--- config.mk ---
export PLATFORM = sky130hd
export DESIGN_NAME = sio_cfg_port
export DESIGN_NICKNAME = d
export VERILOG_FILES = /design/src/rtl/sio_cfg_pkg.sv /design/src/rtl/sio_key_fsm.sv /design/src/rtl/sio_cfg_regs.sv /design/src/rtl/sio_ld_bridge.sv /design/src/rtl/sio_cfg_port.sv
export SDC_FILE = /design/constraint.sdc
export NUM_CORES = 1
export LEC_CHECK = 0
export BUFFER_PORTS_ARGS = -buffer_cell sky130_fd_sc_hd__buf_2
export CORE_ASPECT_RATIO = 0.5
export CORE_MARGIN = 3
export CORE_UTILIZATION = 45
export DETAILED_ROUTE_END_ITERATION = 7
export PLACE_DENSITY = 0.73
export SETUP_SLACK_MARGIN = 0.2
export SLEW_MARGIN = 20
export SYNTH_ARGS = -nofsm -noshare
export SYNTH_HDL_FRONTEND = slang
export SYNTH_HIERARCHICAL = 1
export SYNTH_SLANG_ARGS = --single-unit
--- constraint.sdc ---
create_clock -name clk -period 6.4 [get_ports clk]
set_clock_uncertainty 0.15 [all_clocks]
set_input_delay 0.32 -clock clk [delete_from_list [all_inputs] [get_ports clk]]
set_output_delay 0.32 -clock clk [all_outputs]
set_load 0.02 [all_outputs]
--- src/rtl/sio_cfg_pkg.sv ---
package sio_cfg_pkg;
  localparam logic [7:0] KEY_OPEN     = 8'h87;
  localparam logic [7:0] KEY_CLOSE    = 8'hAA;
  localparam logic [7:0] IDX_LDSEL    = 8'h07;
  localparam logic [7:0] IDX_DEVID_HI = 8'h20;
  localparam logic [7:0] IDX_DEVID_LO = 8'h21;
  localparam logic [7:0] IDX_REV      = 8'h22;
  localparam logic [7:0] IDX_VEND_HI  = 8'h23;
  localparam logic [7:0] IDX_VEND_LO  = 8'h24;
  localparam logic [7:0] IDX_FWD_BASE = 8'h30;
  localparam logic [7:0] LOCKED_READ  = 8'hFF;

  typedef enum logic [1:0] {KS_LOCKED, KS_HALF, KS_OPEN} key_state_e;
  typedef enum logic [1:0] {TX_IDLE, TX_BUSY, TX_RESP} tx_state_e;
  typedef enum logic [1:0] {BR_IDLE, BR_REQ, BR_WAIT} br_state_e;

  typedef struct packed {
    logic       write;
    logic [7:0] sel;
    logic [7:0] index;
    logic [7:0] wdata;
  } fwd_cmd_t;
endpackage

--- src/rtl/sio_key_fsm.sv ---
module sio_key_fsm
  import sio_cfg_pkg::*;
(
  input  logic       clk,
  input  logic       rst_n,
  input  logic       idx_wr,
  input  logic [7:0] idx_data,
  output logic       unlocked
);
  key_state_e st, st_nx;

  always_comb begin
    st_nx = st;
    if (idx_wr) begin
      case (st)
        KS_LOCKED: if (idx_data == KEY_OPEN) st_nx = KS_HALF;
        KS_HALF:   st_nx = (idx_data == KEY_OPEN) ? KS_OPEN : KS_LOCKED;
        KS_OPEN:   if (idx_data == KEY_CLOSE) st_nx = KS_LOCKED;
        default:   st_nx = KS_LOCKED;
      endcase
    end
  end

  always_ff @(posedge clk or negedge rst_n) begin
    if (!rst_n) st <= KS_LOCKED;
    else        st <= st_nx;
  end

  assign unlocked = (st == KS_OPEN);

  // opening only follows a key write
  assert_open_needs_key_R2: assert property (@(posedge clk) disable iff (!rst_n)
    $rose(unlocked) |-> $past(idx_wr && idx_data == KEY_OPEN));

  // close key always locks
  assert_close_locks_R3: assert property (@(posedge clk) disable iff (!rst_n)
    (unlocked && idx_wr && idx_data == KEY_CLOSE) |=> !unlocked);
endmodule

--- src/rtl/sio_cfg_regs.sv ---
module sio_cfg_regs
  import sio_cfg_pkg::*;
#(
  parameter logic [15:0] DEV_ID   = 16'hC5A1,
  parameter logic [7:0]  REVISION = 8'h03,
  parameter logic [15:0] VEND_ID  = 16'h5A3C
) (
  input  logic       clk,
  input  logic       rst_n,
  input  logic       unlocked,
  input  logic       idx_wr,
  input  logic       dat_wr,
  input  logic [7:0] wdata,
  output logic [7:0] index_q,
  output logic [7:0] ldsel_q,
  output logic [7:0] local_rdata,
  output logic       is_fwd
);
  logic load_index, load_ldsel;

  assign load_index = idx_wr && unlocked && (wdata != KEY_CLOSE);
  assign load_ldsel = dat_wr && unlocked && (index_q == IDX_LDSEL);
  assign is_fwd     = (index_q >= IDX_FWD_BASE);

  always_ff @(posedge clk or negedge rst_n) begin
    if (!rst_n) begin
      index_q <= 8'h00;
      ldsel_q <= 8'h00;
    end else begin
      if (load_index) index_q <= wdata;
      if (load_ldsel) ldsel_q <= wdata;
    end
  end

  always_comb begin
    case (index_q)
      IDX_LDSEL:    local_rdata = ldsel_q;
      IDX_DEVID_HI: local_rdata = DEV_ID[15:8];
      IDX_DEVID_LO: local_rdata = DEV_ID[7:0];
      IDX_REV:      local_rdata = REVISION;
      IDX_VEND_HI:  local_rdata = VEND_ID[15:8];
      IDX_VEND_LO:  local_rdata = VEND_ID[7:0];
      default:      local_rdata = 8'h00;
    endcase
  end

  // select register frozen while locked
  assert_ldsel_frozen_R4: assert property (@(posedge clk) disable iff (!rst_n)
    !unlocked |=> $stable(ldsel_q));

  // index latch frozen while locked
  assert_index_frozen_R4: assert property (@(posedge clk) disable iff (!rst_n)
    !unlocked |=> $stable(index_q));
endmodule

--- src/rtl/sio_ld_bridge.sv ---
module sio_ld_bridge
  import sio_cfg_pkg::*;
#(
  parameter int NUM_LD = 8
) (
  input  logic                clk,
  input  logic                rst_n,
  input  logic                start,
  input  fwd_cmd_t            cmd,
  output logic                done,
  output logic [7:0]          done_rdata,
  output logic [NUM_LD-1:0]   dev_valid,
  input  logic [NUM_LD-1:0]   dev_ready,
  output logic                dev_write,
  output logic [7:0]          dev_index,
  output logic [7:0]          dev_wdata,
  input  logic [NUM_LD-1:0]   dev_rvalid,
  input  logic [NUM_LD*8-1:0] dev_rdata
);
  br_state_e st, st_nx;
  fwd_cmd_t  cmd_q;

  logic [NUM_LD-1:0] lane_hit;
  logic [7:0]        lane_data [NUM_LD];
  logic              lane_ok, sel_ready, sel_rvalid;
  logic [7:0]        sel_rdata;

  for (genvar g = 0; g < NUM_LD; g++) begin : g_lane
    assign lane_hit[g]  = (cmd_q.sel == 8'(g));
    assign dev_valid[g] = (st == BR_REQ) && lane_hit[g];
    assign lane_data[g] = lane_hit[g] ? dev_rdata[g*8 +: 8] : 8'h00;
  end

  always_comb begin
    sel_rdata = 8'h00;
    for (int k = 0; k < NUM_LD; k++) sel_rdata = sel_rdata | lane_data[k];
  end

  assign lane_ok    = |lane_hit;
  assign sel_ready  = |(lane_hit & dev_ready);
  assign sel_rvalid = |(lane_hit & dev_rvalid);
  assign dev_write  = cmd_q.write;
  assign dev_index  = cmd_q.index;
  assign dev_wdata  = cmd_q.wdata;

  always_comb begin
    st_nx      = st;
    done       = 1'b0;
    done_rdata = LOCKED_READ;
    case (st)
      BR_IDLE: if (start) st_nx = BR_REQ;
      BR_REQ: begin
        if (!lane_ok) begin
          done  = 1'b1;
          st_nx = BR_IDLE;
        end else if (sel_ready) begin
          if (cmd_q.write) begin
            done  = 1'b1;
            st_nx = BR_IDLE;
          end else if (sel_rvalid) begin
            done       = 1'b1;
            done_rdata = sel_rdata;
            st_nx      = BR_IDLE;
          end else begin
            st_nx = BR_WAIT;
          end
        end
      end
      BR_WAIT: if (sel_rvalid) begin
        done       = 1'b1;
        done_rdata = sel_rdata;
        st_nx      = BR_IDLE;
      end
      default: st_nx = BR_IDLE;
    endcase
  end

  always_ff @(posedge clk or negedge rst_n) begin
    if (!rst_n) begin
      st    <= BR_IDLE;
      cmd_q <= '0;
    end else begin
      st <= st_nx;
      if (start && st == BR_IDLE) cmd_q <= cmd;
    end
  end

  // at most one device lane requested
  assert_lane_onehot_R8: assert property (@(posedge clk) disable iff (!rst_n)
    $onehot0(dev_valid));

  // request and payload held until accepted
  assert_req_hold_R8: assert property (@(posedge clk) disable iff (!rst_n)
    (|dev_valid && !(|(dev_valid & dev_ready))) |=>
      (dev_valid == $past(dev_valid)) && $stable(dev_index) &&
      $stable(dev_wdata) && $stable(dev_write));

  // an absent lane completes without any request
  assert_absent_lane_R11: assert property (@(posedge clk) disable iff (!rst_n)
    (st == BR_REQ && !lane_ok) |-> (done && dev_valid == '0 && done_rdata == LOCKED_READ));
endmodule

--- src/rtl/sio_cfg_port.sv ---
module sio_cfg_port
  import sio_cfg_pkg::*;
#(
  parameter int              ADDR_W   = 16,
  parameter logic [15:0]     BASE_LO  = 16'h002E,
  parameter logic [15:0]     BASE_HI  = 16'h004E,
  parameter int              NUM_LD   = 8,
  parameter logic [15:0]     DEV_ID   = 16'hC5A1,
  parameter logic [7:0]      REVISION = 8'h03,
  parameter logic [15:0]     VEND_ID  = 16'h5A3C
) (
  input  logic                clk,
  input  logic                rst_n,
  input  logic                base_sel,
  input  logic                req_valid,
  output logic                req_ready,
  input  logic                req_write,
  input  logic [ADDR_W-1:0]   req_addr,
  input  logic [7:0]          req_wdata,
  output logic                rsp_valid,
  input  logic                rsp_ready,
  output logic [7:0]          rsp_data,
  output logic [NUM_LD-1:0]   dev_valid,
  input  logic [NUM_LD-1:0]   dev_ready,
  output logic                dev_write,
  output logic [7:0]          dev_index,
  output logic [7:0]          dev_wdata,
  input  logic [NUM_LD-1:0]   dev_rvalid,
  input  logic [NUM_LD*8-1:0] dev_rdata
);
  localparam logic [ADDR_W-1:0] BASE_A = ADDR_W'(BASE_LO);
  localparam logic [ADDR_W-1:0] BASE_B = ADDR_W'(BASE_HI);

  tx_state_e   tx;
  logic [ADDR_W-1:0] base;
  logic        hit_idx, hit_dat, accept;
  logic        idx_wr, idx_rd, dat_wr, dat_rd, fwd_start;
  logic        unlocked, is_fwd, pend_read;
  logic [7:0]  index_q, ldsel_q, local_rdata;
  logic        br_done;
  logic [7:0]  br_rdata;
  logic [7:0]  rsp_q;
  fwd_cmd_t    cmd;

  assign base      = base_sel ? BASE_B : BASE_A;
  assign hit_idx   = (req_addr == base);
  assign hit_dat   = (req_addr == base + ADDR_W'(1));
  assign req_ready = (tx == TX_IDLE);
  assign accept    = req_valid && req_ready;
  assign idx_wr    = accept &&  req_write && hit_idx;
  assign idx_rd    = accept && !req_write && hit_idx;
  assign dat_wr    = accept &&  req_write && hit_dat;
  assign dat_rd    = accept && !req_write && hit_dat;
  assign fwd_start = unlocked && is_fwd && (dat_wr || dat_rd);

  assign cmd.write = req_write;
  assign cmd.sel   = ldsel_q;
  assign cmd.index = index_q;
  assign cmd.wdata = req_wdata;

  sio_key_fsm u_key (
    .clk(clk), .rst_n(rst_n), .idx_wr(idx_wr), .idx_data(req_wdata),
    .unlocked(unlocked)
  );

  sio_cfg_regs #(.DEV_ID(DEV_ID), .REVISION(REVISION), .VEND_ID(VEND_ID)) u_regs (
    .clk(clk), .rst_n(rst_n), .unlocked(unlocked), .idx_wr(idx_wr),
    .dat_wr(dat_wr), .wdata(req_wdata), .index_q(index_q), .ldsel_q(ldsel_q),
    .local_rdata(local_rdata), .is_fwd(is_fwd)
  );

  sio_ld_bridge #(.NUM_LD(NUM_LD)) u_bridge (
    .clk(clk), .rst_n(rst_n), .start(fwd_start), .cmd(cmd),
    .done(br_done), .done_rdata(br_rdata),
    .dev_valid(dev_valid), .dev_ready(dev_ready), .dev_write(dev_write),
    .dev_index(dev_index), .dev_wdata(dev_wdata),
    .dev_rvalid(dev_rvalid), .dev_rdata(dev_rdata)
  );

  always_ff @(posedge clk or negedge rst_n) begin
    if (!rst_n) begin
      tx        <= TX_IDLE;
      rsp_q     <= 8'h00;
      pend_read <= 1'b0;
    end else begin
      case (tx)
        TX_IDLE: begin
          if (fwd_start) begin
            tx        <= TX_BUSY;
            pend_read <= dat_rd;
          end else if (idx_rd) begin
            tx    <= TX_RESP;
            rsp_q <= unlocked ? index_q : LOCKED_READ;
          end else if (dat_rd) begin
            tx    <= TX_RESP;
            rsp_q <= unlocked ? local_rdata : LOCKED_READ;
          end
        end
        TX_BUSY: if (br_done) begin
          tx <= pend_read ? TX_RESP : TX_IDLE;
          if (pend_read) rsp_q <= br_rdata;
        end
        TX_RESP: if (rsp_ready) tx <= TX_IDLE;
        default: tx <= TX_IDLE;
      endcase
    end
  end

  assign rsp_valid = (tx == TX_RESP);
  assign rsp_data  = rsp_q;

  // response held until taken
  assert_rsp_hold_R10: assert property (@(posedge clk) disable iff (!rst_n)
    (rsp_valid && !rsp_ready) |=> (rsp_valid && $stable(rsp_data)));

  // no new acceptance while a response waits
  assert_no_accept_pending_R10: assert property (@(posedge clk) disable iff (!rst_n)
    rsp_valid |-> !req_ready);

  // a local read at a decoded port is answered next cycle
  assert_local_answer_R5: assert property (@(posedge clk) disable iff (!rst_n)
    ((idx_rd || dat_rd) && !fwd_start) |=> rsp_valid);

  // locked data access never starts a device request
  assert_locked_no_fwd_R4: assert property (@(posedge clk) disable iff (!rst_n)
    (!unlocked && (dat_wr || dat_rd)) |=> (dev_valid == '0));
endmodule

==> results by group <==
Logic synthesis
  • Synthesized Nets: 502
  • Avg Inst Size Synth: 10.4 µm²
  • Cells after Synth: 389
  • Flops & latches, synth: 56
  • Count leader, synth: dfrtp_1
  • Most area-consuming cells after synthesis: dfrtp_1, mux2_2, mux2i_1
  • Top post-synthesis cells by count: dfrtp_1, mux2_2, nor2_1, inv_1, mux2i_1
  • Synth unique cells: 74
  • Seq/Total Area, Yosys: 34.7%
  • Post-synth top area share: 34.7%
  • Post-synth EDFFs: 0
  • Cell taking the most area after synthesis: dfrtp_1
  • Mapped cell area: 0.00404 mm²
  • Post-synth top flop: dfrtp_1
  • Async SR Flop Fraction: 100%
  • YS warnings: 6

STA
  • Worst-Margin Slew: 1.01 ns
  • RSZ-0062 raised after global routing: no
  • Slew margin rel.: 33.0%
  • Setup TNS: 0 ns
  • Final setup vio count: 0
  • Fin Hold WS: -0.00474 ns
  • Period utilization: 55.6%
  • Tmin final: 3.56 ns
  • Max Slew Vio Count: 0
  • Fin. Hold Viols: 4
  • Fmax: 0.281 GHz

Global route
  • Largest net degree at the start of global routing: 57
  • Vias in the first global route: 3365
  • Initial antenna violation count: 0
  • First-pass GRT wire length: 16.8 mm
  • Total gr overflow: 0
  • Global Route Usage Sum: 20.5%

Layout
  • Non-filler cells, final: 618
  • Share of layout cells above drive strength 1: 44.9%
  • Fillers: 776
  • P&R area growth vs syn: 19.3%
  • Antenna cell count: 0
  • Post-route cell area: 0.00482 mm²
  • Number of nets in the layout: 618

Worst setup path
  • Crit path top cell by count: a211oi_1
  • Critical Path RT: 6.45 ns
  • Crit path buffers/inverters: 0
  • Reg2reg start: u_bridge/cmd_q[17]$_DFFE_PN0P_
  • Critical Path Sink Type: flip-flop
  • CP delay by family, top: compound AO/OA/AOI/OAI gates
  • Critical R2R Capture: rsp_data[6]$_DFFE_PN0P_
  • Reg2Reg Depth: 9
  • Delay of the slowest critical-path stage: 1.01 ns
  • Crit start category: flip-flop
  • R2R setup slack: 2.84 ns
  • Highest-delay cell along the critical path: dfrtp_1
  • Worst-path fanout max: 27
  • CP Class: flip-flop to flip-flop
  • Critical path cell sequence: nand2b_1, o32ai_1, o21a_1, a211oi_1, a211oi_1, nand3_1, o31a_1, or2_0, o31ai_1
  • Worst path arrival time: 3.61 ns

Place
  • Placed insts: 610
  • RD Place Congestion: 0.909
  • DPL Wire Length: 8.17 mm
  • Port buffer count: 144
  • Placed Area: 0.00467 mm²

Pwr
  • Clk pwr share: 38.3%
  • P_sw: 192 µW
  • Switch share: 25.7%
  • PD cells: 155 mW/mm²
  • Max IR drop VDD: 0.000120 V
  • Combinational group share of total power: 13.5%
  • Power after layout: 748 µW
  • P_int: 556 µW
  • Seq pwr share: 48.2%
  • P_leak: 2.33 nW

Floorplanning
  • Die extent in x: 140 µm
  • Core area: 0.00835 mm²
  • Die ar.: 0.0102 mm²
  • Starting Density: 48.4%
  • Die Y: 73.0 µm
  • Row count: 23
  • IO Count: 145

Clock tree
  • CTS buffer count: 5
  • Resized cells post-CTS: 0
  • # clock sinks: 56
  • Htree depth: 2
  • Post CTS Setup Buffer Count: 0
  • Clock-pin slew on the worst setup and hold paths: 0.08 ns
  • Maximum clock path buffer count: 2
  • CTS Hold Bufs: 0
  • CTS tree: yes
  • Clock latency on the worst-skew pair: 0.30 ns
  • CTS root buf: clkbuf_16

Route
  • Via count: 3479
  • Vias/cell: 5.63
  • Drt wl/cell: 17.0 µm
  • First-pass DRT Iterations: 6
  • Routed Antenna Nets: 0
  • # DRC: 0
  • Total wire length: 10.5 mm
  • DRT iter0 DRCs: 199

Outcome
  • Status: finished, violations left
  • Failing checks: hold timing

Worst hold path
  • Hold Crit Class: input port to async pin

Flow run
  • Max-cap violations: 0
final cells by class:
| cell class | instances | area [µm²] | area share, % |
|---|---|---|---|
| clock buffer | 5 | 125 | 2.60 |
| clock inverter | 3 | 27.5 | 0.571 |
| inverter | 20 | 75.1 | 1.56 |
| multi-input combinational | 276 | 2320 | 48.0 |
| sequential | 56 | 1400 | 29.1 |
| tap | 112 | 140 | 2.91 |
| timing repair buffer | 146 | 736 | 15.3 |
layer usage:
metal / vias to the layer above / GRT usage, % / wire length (µm) / part of all wire [%]
li1: 1694 / - / - / -
met1: 1665 / 28.0 / 4650 / 44
met2: 111 / 34.4 / 4990 / 48
met3: 9 / 4.25 / 749 / 7.1
met4: 0 / 3.87 / 84 / 0.80
met5: - / 0 / 0 / 0
worst register-to-register path: stages, from the launching register on:
cell      delay [ns]
dfrtp_1         1.01
nand2b_1        0.22
o32ai_1         0.38
o21a_1          0.25
a211oi_1        0.08
a211oi_1        0.32
nand3_1         0.14
o31a_1          0.22
or2_0           0.40
o31ai_1         0.30
cells by family after synthesis:
| kind of cell | count (synthesis) | share of synthesized area, % |
|---|---|---|
| simple gates | 108 | 17.6 |
| compound gates | 93 | 16.6 |
| mux | 71 | 21.9 |
| buf+inv | 57 | 8.08 |
| flops | 56 | 34.7 |
| fa+ha+maj | 3 | 0.929 |
| xor+xnor | 1 | 0.217 |
worst max path at each step:
| stage | slack (ns) | startpoint | end | depth (start not counted) |
|---|---|---|---|---|
| 2_1_floorplan | 3.67 | u_bridge/cmd_q[17]$_DFFE_PN0P_ | rsp_data[6]$_DFFE_PN0P_ | 11 |
| 3_3_place_gp | 3.01 | u_bridge/cmd_q[17]$_DFFE_PN0P_ | rsp_data[6]$_DFFE_PN0P_ | 9 |
| 3_5_place_dp | 2.87 | u_bridge/cmd_q[17]$_DFFE_PN0P_ | rsp_data[6]$_DFFE_PN0P_ | 9 |
| 4_1_cts | 2.83 | u_bridge/cmd_q[17]$_DFFE_PN0P_ | rsp_data[6]$_DFFE_PN0P_ | 9 |
| 5_1_grt | 2.50 | u_bridge/cmd_q[17]$_DFFE_PN0P_ | rsp_data[6]$_DFFE_PN0P_ | 9 |
| 6_report | 2.84 | u_bridge/cmd_q[17]$_DFFE_PN0P_ | rsp_data[6]$_DFFE_PN0P_ | 9 |
flip-flops by register name, summed over array words and instances (netlist names):
signal              count
pend_read               1
rsp_data                8
tx                      2
u_bridge/cmd_q          8
u_bridge/dev_index      8
u_bridge/dev_wdata      8
u_bridge/dev_write      1
u_bridge/st             2
u_key/st                2
u_regs/index_q          8
u_regs/ldsel_q          8
power by group through the flow:
stage	combinational (mW)	sequential, mW	clock [mW]
6_report	0.101	0.361	0.286
5_1_grt	0.111	0.361	0.308
4_1_cts	0.101	0.360	0.291
3_5_place_dp	0.101	0.367	0
3_3_place_gp	0.0996	0.367	0
2_1_floorplan	0.0414	0.369	0
cell usage in the layout (no fill, tap or decap), types with 5 or more instances in the layout:
| master | Yosys | layout |
|---|---|---|
| mux2i_1 | 19 | 19 |
| nor2b_1 | 5 | 5 |
| a211oi_1 | 5 | 5 |
| o21ai_1 | 11 | 11 |
| and3b_1 | 5 | 5 |
| clkbuf_16 | 0 | 5 |
| nand3_1 | 7 | 7 |
| a21oi_1 | 14 | 14 |
| nor2_1 | 28 | 28 |
| a22oi_1 | 5 | 5 |
| o21ai_0 | 11 | 11 |
| nor3_1 | 5 | 5 |
| dfrtp_1 | 56 | 56 |
| o32ai_1 | 9 | 9 |
| buf_2 | 7 | 144 |
| nor4_1 | 8 | 8 |
| mux2_2 | 37 | 37 |
| inv_1 | 19 | 19 |
| mux2_4 | 8 | 8 |
| mux4_2 | 7 | 7 |
| a21boi_0 | 8 | 8 |
| nand2_1 | 12 | 11 |
metrics by stage:
| stage | util, % | setup slack [ns] |
|---|---|---|
| 6_report | 57.8 | 2.84 |
| 5_1_grt | 57.8 | 2.50 |
| 3_3_place_gp | 55.9 | 3.01 |
| 3_5_place_dp | 55.9 | 2.87 |
| 2_1_floorplan | - | 3.67 |
| 4_1_cts | 57.7 | 2.83 |
Note: power is estimated with default switching activity, not from simulation.
